## config.mk

```make
export PLATFORM = sky130hd
export DESIGN_NAME = rx_char_fifo
export DESIGN_NICKNAME = d
export VERILOG_FILES = /design/src/rtl/rxf_pkg.sv /design/src/rtl/rxf_store.sv /design/src/rtl/rxf_slot.sv /design/src/rtl/rxf_flags.sv /design/src/rtl/rx_char_fifo.sv
export SDC_FILE = /design/constraint.sdc
export NUM_CORES = 1
export LEC_CHECK = 0
export BUFFER_PORTS_ARGS = -buffer_cell sky130_fd_sc_hd__buf_2
export CAP_MARGIN = 10
export CORE_AREA = 2 2 117 233
export DETAILED_ROUTE_END_ITERATION = 10
export DIE_AREA = 0 0 119 235
export GPL_TIMING_DRIVEN = 0
export MAX_ROUTING_LAYER = met4
export PLACE_DENSITY = 0.69
export SYNTH_ARGS = -nofsm -noshare
export SYNTH_HDL_FRONTEND = slang
export SYNTH_SLANG_ARGS = --single-unit
export TNS_END_PERCENT = 100
```

## constraint.sdc

```tcl
create_clock -name clk_i -period 3.15 [get_ports clk_i]
set_input_delay 0.63 -clock clk_i [delete_from_list [all_inputs] [get_ports clk_i]]
set_output_delay 0.63 -clock clk_i [all_outputs]
set_load 0.05 [all_outputs]
```

## src/rtl/rxf_pkg.sv

```systemverilog
package rxf_pkg;
   // Which source owns the store's single write port in a cycle
   typedef enum logic [1:0] {
      SRC_NONE = 2'd0,
      SRC_SLOT = 2'd1,
      SRC_LINE = 2'd2
   } push_src_e;
endpackage

```

## src/rtl/rxf_store.sv

```systemverilog
module rxf_store #(
   parameter int unsigned DATA_W = 8,
   parameter int unsigned DEPTH  = 32
) (
   input  logic              clk_i,
   input  logic              rst_ni,
   input  logic              push_i,
   input  logic [DATA_W-1:0] push_data_i,
   input  logic              pop_i,
   output logic [DATA_W-1:0] rd_data_o,
   output logic [$clog2(DEPTH+1)-1:0] count_o,
   output logic              full_o,
   output logic              empty_o
);
   localparam int unsigned AW = (DEPTH > 1) ? $clog2(DEPTH) : 1;
   localparam int unsigned CW = $clog2(DEPTH + 1);
   localparam bit          POW2 = ((DEPTH & (DEPTH - 1)) == 0);

   logic [DATA_W-1:0] mem_q [DEPTH];
   logic [AW-1:0]     wr_ptr_q, rd_ptr_q, wr_nxt, rd_nxt;
   logic [CW-1:0]     cnt_q;
   logic              pop_ok, push_ok;

   // Pointer advance: natural wrap for power-of-two depths, compare otherwise
   generate
      if (POW2) begin : g_wrap_pow2
         assign wr_nxt = wr_ptr_q + 1'b1;
         assign rd_nxt = rd_ptr_q + 1'b1;
      end else begin : g_wrap_cmp
         assign wr_nxt = (wr_ptr_q == AW'(DEPTH - 1)) ? '0 : wr_ptr_q + 1'b1;
         assign rd_nxt = (rd_ptr_q == AW'(DEPTH - 1)) ? '0 : rd_ptr_q + 1'b1;
      end
   endgenerate

   assign empty_o = (cnt_q == '0);
   assign full_o  = (cnt_q == CW'(DEPTH));
   assign count_o = cnt_q;
   assign pop_ok  = pop_i && !empty_o;
   assign push_ok = push_i && (!full_o || pop_ok);

   always_ff @(posedge clk_i) begin
      if (push_ok) begin
         mem_q[wr_ptr_q] <= push_data_i;
      end
   end

   always_ff @(posedge clk_i or negedge rst_ni) begin
      if (!rst_ni) begin
         wr_ptr_q  <= '0;
         rd_ptr_q  <= '0;
         cnt_q     <= '0;
         rd_data_o <= '0;
      end else begin
         if (push_ok) begin
            wr_ptr_q <= wr_nxt;
         end
         if (pop_ok) begin
            rd_ptr_q  <= rd_nxt;
            rd_data_o <= mem_q[rd_ptr_q];
         end
         unique case ({push_ok, pop_ok})
            2'b10:   cnt_q <= cnt_q + 1'b1;
            2'b01:   cnt_q <= cnt_q - 1'b1;
            default: cnt_q <= cnt_q;
         endcase
      end
   end
endmodule

```

## src/rtl/rxf_slot.sv

```systemverilog
module rxf_slot #(
   parameter int unsigned DATA_W = 8
) (
   input  logic              clk_i,
   input  logic              rst_ni,
   input  logic              char_valid_i,
   input  logic [DATA_W-1:0] char_data_i,
   input  logic              host_rd_i,
   input  logic              full_i,
   output logic              push_o,
   output logic [DATA_W-1:0] push_data_o,
   output logic              ovr_evt_o,
   output logic              slot_valid_o
);
   import rxf_pkg::*;

   push_src_e         src;
   logic              slot_v_q, slot_load;
   logic [DATA_W-1:0] slot_d_q;

   always_comb begin
      src       = SRC_NONE;
      slot_load = 1'b0;
      ovr_evt_o = 1'b0;
      if (slot_v_q) begin
         if (!full_i) begin
            // parked byte drains first; a new byte takes its place
            src       = SRC_SLOT;
            slot_load = char_valid_i;
         end else if (char_valid_i) begin
            slot_load = 1'b1;
            ovr_evt_o = 1'b1;
         end
      end else if (char_valid_i) begin
         if (!full_i || host_rd_i) begin
            src = SRC_LINE;
         end else begin
            slot_load = 1'b1;
            ovr_evt_o = 1'b1;
         end
      end
   end

   assign push_o       = (src != SRC_NONE);
   assign push_data_o  = (src == SRC_SLOT) ? slot_d_q : char_data_i;
   assign slot_valid_o = slot_v_q;

   always_ff @(posedge clk_i or negedge rst_ni) begin
      if (!rst_ni) begin
         slot_v_q <= 1'b0;
         slot_d_q <= '0;
      end else if (slot_load) begin
         slot_v_q <= 1'b1;
         slot_d_q <= char_data_i;
      end else if (src == SRC_SLOT) begin
         slot_v_q <= 1'b0;
      end
   end
endmodule

```

## src/rtl/rxf_flags.sv

```systemverilog
module rxf_flags #(
   parameter bit SET_WINS = 1'b1
) (
   input  logic clk_i,
   input  logic rst_ni,
   input  logic ovr_evt_i,
   input  logic clr_i,
   input  logic empty_i,
   output logic data_rdy_o,
   output logic overrun_o
);
   logic ovr_q, ovr_d;

   generate
      if (SET_WINS) begin : g_set_first
         always_comb begin
            if (ovr_evt_i)  ovr_d = 1'b1;
            else if (clr_i) ovr_d = 1'b0;
            else            ovr_d = ovr_q;
         end
      end else begin : g_clr_first
         always_comb begin
            if (clr_i)          ovr_d = 1'b0;
            else if (ovr_evt_i) ovr_d = 1'b1;
            else                ovr_d = ovr_q;
         end
      end
   endgenerate

   always_ff @(posedge clk_i or negedge rst_ni) begin
      if (!rst_ni) ovr_q <= 1'b0;
      else         ovr_q <= ovr_d;
   end

   assign overrun_o  = ovr_q;
   assign data_rdy_o = !empty_i;
endmodule

```

## src/rtl/rx_char_fifo.sv

```systemverilog
module rx_char_fifo #(
   parameter int unsigned DATA_W   = 8,
   parameter int unsigned DEPTH    = 32,
   parameter bit          SET_WINS = 1'b1
) (
   input  logic              clk_i,
   input  logic              rst_ni,
   input  logic              char_valid_i,
   input  logic [DATA_W-1:0] char_data_i,
   input  logic              host_rd_i,
   input  logic              stat_rd_i,
   output logic [DATA_W-1:0] rd_data_o,
   output logic              data_rdy_o,
   output logic              overrun_o
);
   localparam int unsigned CW = $clog2(DEPTH + 1);

   generate
      if (DEPTH < 2) begin : g_bad_depth
         $error("rx_char_fifo: DEPTH must be at least 2");
      end
      if (DATA_W < 1) begin : g_bad_width
         $error("rx_char_fifo: DATA_W must be at least 1");
      end
   endgenerate

   logic              push_w, full_w, empty_w, ovr_evt_w, slot_v_w;
   logic [DATA_W-1:0] push_data_w;
   logic [CW-1:0]     count_w;

   rxf_slot #(.DATA_W(DATA_W)) slot_i (
      .clk_i        (clk_i),
      .rst_ni       (rst_ni),
      .char_valid_i (char_valid_i),
      .char_data_i  (char_data_i),
      .host_rd_i    (host_rd_i),
      .full_i       (full_w),
      .push_o       (push_w),
      .push_data_o  (push_data_w),
      .ovr_evt_o    (ovr_evt_w),
      .slot_valid_o (slot_v_w)
   );

   rxf_store #(.DATA_W(DATA_W), .DEPTH(DEPTH)) store_i (
      .clk_i       (clk_i),
      .rst_ni      (rst_ni),
      .push_i      (push_w),
      .push_data_i (push_data_w),
      .pop_i       (host_rd_i),
      .rd_data_o   (rd_data_o),
      .count_o     (count_w),
      .full_o      (full_w),
      .empty_o     (empty_w)
   );

   rxf_flags #(.SET_WINS(SET_WINS)) flags_i (
      .clk_i      (clk_i),
      .rst_ni     (rst_ni),
      .ovr_evt_i  (ovr_evt_w),
      .clr_i      (stat_rd_i),
      .empty_i    (empty_w),
      .data_rdy_o (data_rdy_o),
      .overrun_o  (overrun_o)
   );
endmodule

```

# Word-level counts from Yosys, hierarchy flattened
# Memories as Yosys holds them, arrays and structs flattened. A register that Yosys moved wholly into a read port is not among the register bits.
# Index checks and enable logic that the tools add are counted.
# word_totals
reg_bits	26
ram_bits	256
inputBits	13
output_inout_bits	10
elab_cells	46
n_memories	1
# mem_list
memory	depth	word_bits	rd	rd_ports_with_merged_regs	write_ports	line	rtl
store_i.mem_q	32	8	1	1	1	rxf_store.sv:19	logic [DATA_W-1:0] mem_q [DEPTH];
# op_classes
n_addsub	4
n_eq_ne	4
muxes	19
n_reduce_logical	12
# op_table
op	count
2-to-1 mux 1 bit	14
one-hot mux 6 bit (2 select lines)	1
adder 5 x 1 -> 5 bit (second input constant)	2
2-to-1 mux 8 bit	1
nonzero test 2 bit	4
adder 6 x 1 -> 6 bit (second input constant)	1
equality test 6 bit (second input constant)	1
zero test 6 bit	1
2-to-1 mux 2 bit	3
subtractor 6 x 1 -> 6 bit (second input constant)	1
equality test 2 x 1 -> 1 bit (second input constant)	2
zero test 1 bit	3
equality test 2 bit (second input constant)	1
logical AND 1 bit	2
logical OR 1 bit	2

# Logic depth before layout (Yosys ltp)
# Gate-level depths: netlist of the first run.
# logic_depth
ltp_word	10
depth_mapped	12
ltp_nobuf	12

# Hierarchy
# A second synthesis of the first run with hierarchy kept.
# unflattened
cells_unflattened	620
hier_area_um2	11796.3
# modules_own_cells
module	n_inst	cells_each	area_each_um2	seq_area_each_um2
rxf_store	1	580	11268.3	8287.9
rxf_slot	1	36	488.0	225.2
rxf_flags	1	4	40.0	25.0

# Worst setup path before layout of the first run
# OpenSTA, ideal clock, no wires.
# synth_path
path_type	register -> register
from	reg store_i.cnt_q[0] (netlist: store_i.count_o[0])
to	reg store_i.cnt_q[5] (netlist: store_i.count_o[5])
setup_time_ns	0.079
arrival_time_ns	2.935
t_required_ns	3.071
path_slack_ns	0.135
path_stages_with_launch	12
path_buffers	0
synth_period_minus_slack_ns	3.015
path_cell_list	dfrtp_1 > or4_1 > or3_4 > nand2_8 > inv_4 > ha_1 > ha_1 > a21o_1 > a21oi_1 > or4_1 > nand3_1 > xor2_1
# synth_between
elab_cells_between_ends	19
# synth_lines
element	line	rtl
start, declared	rxf_store.sv:21	logic [CW-1:0] cnt_q;
start signal, assigned	rxf_store.sv:62	2'b10: cnt_q <= cnt_q + 1'b1;
start signal, assigned	rxf_store.sv:63	2'b01: cnt_q <= cnt_q - 1'b1;
start signal, assigned	rxf_store.sv:64	default: cnt_q <= cnt_q;
zero test 6 bit *	rxf_store.sv:35	assign empty_o = (cnt_q == '0);
zero test 1 bit *	-	
via data_rdy_o	rx_char_fifo.sv:13	output logic data_rdy_o,
logical AND 1 bit *	rxf_store.sv:38	assign pop_ok = pop_i && !empty_o;
via store_i.pop_ok	rxf_store.sv:22	logic pop_ok, push_ok;
logical OR 1 bit	rxf_store.sv:39	assign push_ok = push_i && (!full_o || pop_ok);
logical AND 1 bit	rxf_store.sv:39	
equality test 2 x 1 -> 1 bit / equality test 2 bit (equally long branches)	rxf_store.sv:61	unique case ({push_ok, pop_ok})
one-hot mux 6 bit (2 select lines) / nonzero test 2 bit (equally long branches)	-	
# The timed path passes the listed nets; every way through them passes the cells marked *.
# A chain may end at the register's enable or synchronous reset.

# Worst setup path in the final report of the first run
# layout_path
from	reg store_i.cnt_q[0] (netlist: store_i.count_o[0])
to	reg store_i.cnt_q[5] (netlist: store_i.count_o[5])
# layout_between
elab_cells_between_ends	19
# layout_lines
element	line
zero test 6 bit *	rxf_store.sv:35
zero test 1 bit *	rxf_store.sv:38
logical AND 1 bit *	rxf_store.sv:38
via store_i.pop_ok	rxf_store.sv:22
logical OR 1 bit	rxf_store.sv:39
logical AND 1 bit	rxf_store.sv:39
equality test 2 x 1 -> 1 bit / equality test 2 bit (equally long branches)	rxf_store.sv:61
one-hot mux 6 bit (2 select lines) / nonzero test 2 bit (equally long branches)	-
# Marked as above.

==> flow_results.org, run 1 <==
** Detailed routing
- Dividing the detail-routed wire length by the instance count gives 23.2 um.
- Pre-Repair DR Iteration Count :: 6
- After detailed routing, the number of remaining DRC violations is 0.
- Per-cell via count in the routed design :: 5.67
- Number of nets still failing antenna checks after routing :: 0
- Total wire length after detailed routing :: 24.7 mm
- The routed layout has 6042 vias.
- After the first detailed-routing iteration, the DRC count stood at 511.

** Yosys
- For this run, the register share of the synthesized area comes to 0.733.
- Counting flops with a built-in enable in the synthesized netlist gives 256.
- Top FF cell, synth :: edfxtp_1
- The share of synthesized area in the top cell type comes to 0.660.
- For this run, asynchronously set or reset flops after synthesis account for 0.117.
- Synth Instances :: 654
- Synthesis instantiated 53 different standard cells from the library.
- Post-Synthesis Cell Area :: 11600 sq um
- Counting every net in the synthesized netlist gives 678.
- Cell accounting for the most synthesized area :: edfxtp_1
- Syn_area_per_cell :: 17.8 sq um
- Post-synthesis sequential element count :: 290
- During synthesis, Yosys emitted a total of 0 warnings.
- By area the synthesized netlist is led by edfxtp_1 (66%), dfrtp_1 (7.3%), mux4_2 (7.0%), mux2i_1 (4.2%), mux2_2 (1.5%).
- Most common library cells after synthesis :: edfxtp_1 (256), mux2i_1 (49), nor2_1 (39), mux4_2 (36), dfrtp_1 (34)
- Most frequently used cell type in the post-synthesis netlist :: edfxtp_1

** Place
- Placed cell count :: 1020
- Detailed placement ended at an HPWL of 17.5 mm.
- Routability cong. :: 0.910
- Port buffering added 22 buffers.

** Run status
- Status :: finished, final reports clean

** Timing
- Worst clock skew on the final layout :: 7.71 ps
- Final hold violation count :: 0
- Worst max-slew margin expressed relative to the limit :: 0.356
- Final hold analysis gives a worst-case slack of 216 ps.
- Min Clock Period, post-route :: 2970 ps
- In the finished design, the share of the clock period the worst path needs comes to 0.944.
- For the pin with the worst max-slew slack, the measured transition is 962 ps.
- Setup violations, final :: 0
- Static timing analysis puts the maximum clock frequency at 0.336 GHz.
- Unrepaired setup endpoints after global routing :: false
- The number of pins exceeding their max-slew limit in the final report is 0.

** Die
- The initial utilization of the core area, before any placement, comes to 0.445.
- DIE HEIGHT :: 235 um
- Number of I/O pins :: 23
- The region available for standard cell placement spans 26200 sq um.
- The die covers 28000 sq um.
- Placement Rows :: 84
- The die is 119 um wide.

** Setup path
- For the worst flop-to-flop path, the logic depth is 11.
- Data arrival time of the worst path :: 3420 ps
- Critical path launch point type :: flop
- Register-to-register setup slack :: 180 ps
- Worst flop-to-flop path startpoint :: store_i.count_o[0]
- At the worst endpoint, the required time is 3590 ps.
- The worst setup path is captured at a flop.
- Reg2Reg Capture Point :: store_i.count_o[5]
- Along the worst path, the maximum fanout reaches 7.
- The setup path with the least slack is of type reg -> reg.

** Clocking
- Clock latency at the later pin of the worst-skew pair :: 520 ps
- Master cell of the clock root buffer :: clkbuf_16
- After clock tree synthesis, the clock-pin slew on the worst setup and hold paths is 70 ps.
- TritonCTS built the clock tree.
- Clock net sink count :: 290
- Count of H-tree levels built during CTS :: 1
- No sink is reached through more buffers than the 3 on the longest clock path.
- CTS buffer count :: 23

** Global route
- Remaining global-route overflow :: 0
- The number of global-route vias before repair came to 6489.
- Aggregate global-route resource usage :: 0.185
- The first global-routing pass estimated 37.7 mm of wire.
- Entering global routing, the biggest net connects 35 pins.
- The number of antenna violations at the first check in global routing was 0.

** Power and ir drop
- Peak supply drop :: 344 uV
- Leak Pwr :: 4.38 nW
- PnR Total Power :: 0.0114 W
- PD cells :: 878 nW/um^2

** Layout
- Number of nets in the final layout :: 730
- Filler Cell Count :: 2091
- Inserted Diodes :: 0
- Cell Count, Final, Fillers Out :: 1065
- Layout-stage area growth over the synthesis result :: 11.4%
- Of the cells placed in the final design, the portion with a size suffix greater than 1 is 0.190.
- Utilization after layout :: 0.496

** Min path
- Path type of the worst min-delay path :: in -> async

** Run
- Across the run, the number of max-cap violations was 0.
## routing by layer
layer	wire length [um]	up-vias	part of all wire	global-route usage
met5	0	-	0	-
met4	1260	0	0.051	0.0924
met3	1040	63	0.042	0.0221
met2	14100	232	0.57	0.348
met1	8340	3040	0.34	0.183
li1	-	2707	-	-
## repair_timing
action,4_1_cts,5_1_grt
endpoints found under the hold margin,0,0
setup endpoints to repair,1,2
hold buffers,0,0
pin swaps,0,1
setup buffers,0,5
gates resized for setup,1,4
## cell usage in the layout (no fill, tap or decap), types with 7 or more instances in the layout
cell type,n
inv_1,10
ha_1,9
o21ai_0,19
clkbuf_1,20
buf_2,33
dfrtp_1,33
a21oi_1,23
edfxtp_1,256
nand2_1,21
a22oi_1,8
a211oi_1,7
o221ai_1,7
buf_4,9
mux2i_1,49
mux2_1,7
nor2_1,39
mux2_2,16
xnor2_1,9
clkbuf_16,23
o22ai_1,7
mux4_2,36
a221oi_1,7
a22o_1,7
## worst max path at each step
stage | cells past startpoint | slack, ps | to | start
floorplan | 11 | 140 | store_i.count_o[5] | store_i.count_o[0]
global placement | 11 | -90 | store_i.count_o[5] | host_rd_i
detailed placement | 11 | -150 | store_i.count_o[5] | host_rd_i
CTS | 11 | 60 | store_i.count_o[5] | store_i.count_o[0]
global route | 11 | 60 | store_i.count_o[5] | store_i.count_o[3]
finish | 11 | 180 | store_i.count_o[5] | store_i.count_o[0]
## critical path, cell delays in order, from the launching register on
cell and delay [ps]:
dfrtp_1 400, or4_1 530, or3_4 380, nand2_8 80, inv_4 50, ha_2 220
ha_1 290, a21o_1 100, a21oi_1 100, or4_1 510, nand3_2 110, xor2_1 140
## through the flow
| step | instance area [sq um] | setup slack (ps) | setup TNS [ps] |
|---|---|---|---|
| finish | 13000 | 176 | 0 |
| detailed placement | 12200 | -154 | -462 |
| global route | 13000 | 56.6 | 0 |
| CTS | 12900 | 59.7 | 0 |
| floorplan | 11600 | 135 | 0 |
| global placement | 12200 | -86.1 | -86.1 |
## cell families after synthesis
| kind of cell | share of synthesized area |
|---|---|
| xor gates and xnor gates | 0.00902 |
| and+or+nand+nor | 0.0405 |
| buffers and inverters | 0.0169 |
| AOI/OAI and AO/OA | 0.0543 |
| adders and majority gates | 0.0125 |
| muxes | 0.134 |
| DFF | 0.733 |
## layout make-up
type                    count  area [sq um]  area share
repair buffers             27           148      0.0114
clock buffers              32           629      0.0485
multi-input cells         322          2940       0.226
flip-flops and latches    290          8540       0.658
clock inverters             8          93.8     0.00723
inverters                  11          43.8     0.00338
plain buffers              31           153      0.0118
well taps                 344           430      0.0332
## sequential cells by signal, summed over array words and instances, names as in the netlist
register and cells:
store_i.rd_data_o 8, slot_i.slot_d_q 8, store_i.wr_ptr_q 5, store_i.rd_ptr_q 5
flags_i.overrun_o 1, slot_i.slot_valid_o 1, store_i.mem_q 256, store_i.count_o 6
## power by group
part	switching [W]	internal, W
clock network	0.00126	0.00157
registers	0.000208	0.00469
logic	0.00227	0.00140
total	0.00374	0.00765
Power figures use the tool's default switching activity.
==> inputs of run 2 (changes only) <==
CORE_AREA = 2 2 118 234   (was 2 2 117 233)
DIE_AREA = 0 0 120 236   (was 0 0 119 235)
SYNTH_HIERARCHICAL = 1   (was unset)
==> run 2 against run 1 <==
Area after synthesis rose by 1.3%. Clock power rose by 12%. Critical endpoint is now store_i/count_o[5]. Via count fell by 2.1%.
==> flow_results.org, run 2 <==
** Run status
- The run finished with clean final reports.

** Power and ir drop
- Sw frac :: 0.312 (-0.0158)
- Psw :: 0.00365 W (-2.4%)
- Peak supply drop :: 746 uV (+120%)
- The internal portion of total power came to 0.00803 W (+4.9%).
- The leakage dissipation came to 4.44 nW (+1.5%).
- The total power draw came to 0.0117 W (+2.5%).
- The combinational cell fraction of total power was 0.316 (-0.006).
- The share of total power in sequential cells was 0.413 (-0.017).
- Clock network power share :: 0.271 (+0.023)
- PD cells :: 881 nW/um^2 (+0.36%)

** Detailed routing
- Detailed router's first-iteration violation count :: 553 (+8.2%)
- Pre-Repair DR Iteration Count :: 7 (+1)
- Top layer in use :: met4
- The total number of vias came to 5917 (-2.1%).
- Per-cell via count in the routed design :: 5.69 (+0.38%)
- DRC violations left :: 0 (unchanged)
- The wire length per cell came to 22.6 um (-2.6%).
- Met2 layer wire length in the routed design :: 12.0 mm (-14%)
- The met3 layer wire length in the routed design was 1.34 mm (+30%).
- Total wire length after detailed routing :: 23.5 mm (-5.0%)
- The post-route met1 wirelength was 9.77 mm (+17%).
- Number of nets still failing antenna checks after routing :: 0 (unchanged)

** Layout
- Registers with the most flip-flops :: store_i/mem_q: 256 flops, slot_i/slot_d_q: 8 flops, store_i/rd_data_o: 8 flops
- From synthesis to final layout, the design area changed by 12.4%.
- Number of nets in the final layout :: 695 (-4.8%)
- The flip-flop count of the largest register after layout came to 256 (unchanged).
- In the layout the commonest cells are edfxtp_1 (256), mux4_2 (58), nor2_1 (35).
- Inserted Diodes :: 0 (unchanged)
- The share of post-route cells with drive strength above 1 came to 0.272 (+0.0821).
- Top register by number of flip-flops :: store_i/mem_q
- Leaving out fill and tap cells, the most frequent cell in the layout is edfxtp_1.

** Global route
- The global-route wire length before repair was 36.1 mm (-4.3%).
- Antenna violations before repair :: 1 (+1)
- Remaining global-route overflow :: 0 (unchanged)
- Pin count of the biggest net entering global routing :: 35 (unchanged)
- The number of global-route vias before repair came to 5937 (-8.5%).
- Aggregate global-route resource usage :: 0.174 (-0.0106)

** Place
- The post-placement setup slack was -243 ps (-88.3 ps).
- The placer congestion estimate is 0.822 (-9.7%).
- The placed wire-length estimate after detailed placement was 15.1 mm (-14%).
- The count of buffers inserted at the top-level ports is 22 (unchanged).

** Setup path
- For this design, the slowest cell found on the critical path is or4_4.
- Type of the worst setup path :: reg -> reg
- The required time of the critical path is 3550 ps (-40 ps).
- Critical path capture point type :: flop
- Data arrival time of the worst path :: 3440 ps (+20 ps)
- The worst setup path is launched from a flop.
- The critical path goes through or4_4 -> nor2_4 -> and2_4 -> a21oi_2 -> nor2_4 -> ha_1 -> a21o_2 -> a21oi_2 -> o211ai_1 -> mux2_2 -> a211o_1.
- Peak per-stage delay on the critical path :: 600 ps (+70 ps)
- CP max FO :: 7 (unchanged)

** Timing
- Setup repair after global routing could not meet its margin everywhere.
- The worst-case setup margin in the final layout is 110 ps (-65.1 ps).
- Worst clock skew on the final layout :: 13.0 ps (+5.27 ps)
- Worst Hold Slack :: 196 ps (-20.8 ps)
- Setup violations, final :: 0 (unchanged)
- The share of the clock period used by the worst path after layout came to 0.965 (+0.0207).
- Transition at the pin with the smallest max-transition slack :: 952 ps (-9.97 ps)
- The number of pins exceeding their max-slew limit in the final report came to 0 (unchanged).
- Worst max-slew margin expressed relative to the limit :: 0.363 (+0.00667)
- Min Clock Period, post-route :: 3040 ps (+65.1 ps)
- The highest achievable clock rate is 0.329 GHz (-2.1%).
- The number of hold violations in the final report was 0 (unchanged).

** Yosys
- The instance count of the mapped netlist came to 620 (-5.2%).
- Area contributors post-synth :: edfxtp_1 (65%), mux4_2 (11%), dfrtp_1 (7.2%), mux2i_1 (2.5%), mux2_2 (2.3%)
- Most common library cells after synthesis :: edfxtp_1 (256), mux4_2 (58), nor2_1 (41), dfrtp_1 (34), mux2i_1 (29)
- The sequential-to-total area share from yosys stat is 0.724 (-0.00910).
- Post-Synthesis Cell Area :: 11800 sq um (+1.3%)
- Top FF cell, synth :: edfxtp_1
- Synth Net Count :: 643 (-5.2%)
- The count of flip-flops with a built-in enable after synthesis was 256 (unchanged).
- The biggest area contributor in the post-synthesis netlist is edfxtp_1.
- The count of cell types in the netlist was 51 (-3.8%).
- Most frequently used cell type in the post-synthesis netlist :: edfxtp_1
- Syn_area_per_cell :: 19.0 sq um (+6.8%)
- The number of register bits inferred by synthesis was 290 (unchanged).
- FFs w/ async S/R, synth :: 0.117 (unchanged)
- The count of yosys warnings during synthesis came to 6 (+6).
- Share of the synthesized area in the top cell type :: 0.652 (-0.00819)

** Min path
- Path type of the worst min-delay path :: in -> async

** Die
- Area of the die :: 28300 sq um (+1.3%)
- DIE HEIGHT :: 236 um (+0.43%)
- The top-level I/O count came to 23 (unchanged).
- Starting density of the core :: 0.442 (-0.00326)
- The width of the die came to 120 um (+0.84%).
- The number of placement rows was 85 (+1.2%).
- The core box area came to 26700 sq um (+2.0%).

** Clocking
- Clock transition at path regs :: 70 ps (about the same)
- The clock latency reported for the late side of the worst-skew pair is 520 ps (about the same).
- The total clock sinks came to 290 (unchanged).
- Clock tree from TritonCTS :: done
- The root buffer cell chosen for the clock tree is clkbuf_16.
- The number of buffers created by CTS is 26 (+13%).
- Count of H-tree levels built during CTS :: 1 (unchanged)
- Maximum clock path buffer count :: 3 (unchanged)

** Run
- The number of maximum-capacitance constraint violations was 0 (unchanged).
==> run 2: cell count changes after synthesis, moves of 8 or more <==
cell     before  now
mux2_2       16   24
mux2i_1      49   29
nand3_1       5   15
mux4_2       36   58
a21oi_1      23   11
a22oi_1       8    0
o21ai_0      19    6
==> run 2: final cells by class <==
cell class	count	area (sq um)
Buffer	32	183
Clock buffer	35	716
Clock inverter	12	148
Fill cell	2120	13400
Inverter	9	33.8
Multi-Input combinational cell	289	3080
Sequential cell	290	8540
Tap cell	348	435
Timing Repair Buffer	24	125
==> run 2: cells by family after synthesis <==
| family | after synthesis | synth area share |
|---|---|---|
| flops | 290 | 0.724 |
| mux | 115 | 0.163 |
| simple gates | 102 | 0.0404 |
| compound gates | 51 | 0.0350 |
| buf+inv | 41 | 0.0183 |
| xor+xnor | 11 | 0.00817 |
| fa+ha+maj | 10 | 0.0112 |
==> run 2: what timing repair did <==
| item | 4_1_cts | 5_1_grt |
|---|---|---|
| hold buffers | 0 | 0 |
| gates resized for setup | 2 | 7 |
| setup endpoints to repair | 1 | 27 |
| pin swaps | 2 | 2 |
| setup buffers | 2 | 0 |
==> run 2: power by group through the flow <==
stage	Clock (W)	Combinational, W	Sequential [W]
floorplan	0	0.00254	0.00500
global placement	0	0.00361	0.00488
detailed placement	0	0.00365	0.00490
CTS	0.00322	0.00369	0.00482
global route	0.00337	0.00395	0.00486
finish	0.00317	0.00368	0.00482
==> run 2: worst paths after layout <==
path | startpoint | endpoint | slack [ps] | cells after the start
min in group clk_i | char_data_i[1] | slot_i/slot_d_q[1] | 330 | 2
hold / removal | rst_ni | slot_i/slot_d_q[2] | 200 | 1
setup / recovery | store_i/count_o[2] | store_i/count_o[5] | 110 | 11
max in group asynchronous | rst_ni | store_i/rd_ptr_q[2] | 2410 | 1
hold reg to reg | flags_i/overrun_o | flags_i/overrun_o | 480 | 1
setup reg to reg | store_i/count_o[2] | store_i/count_o[5] | 110 | 11
==> run 2: worst max-delay path, delay by kind of cell (launching register included) <==
kind            cells  cell delay (ps)
simple gates        4             1060
compound gates      5              950
flops               1              400
mux                 1              290
fa+ha+maj           1              230
==> run 2: metal layers <==
metal	vias to the layer above	GRT usage
met5	-	-
met1	3132	0.237
met2	177	0.284
met4	0	0.0381
met3	25	0.0215
li1	2583	-
==> run 2: per-stage QoR <==
stage / std cells / setup TNS, ps / utilization / area, sq um
after floorplan: 620 / 0 / - / 11800
after global placement: 990 / -235 / 0.463 / 12300
after detailed placement: 990 / -831 / 0.463 / 12300
after CTS: 1039 / 0 / 0.496 / 13200
after global routing: 1039 / -278 / 0.497 / 13300
final: 1039 / 0 / 0.497 / 13300
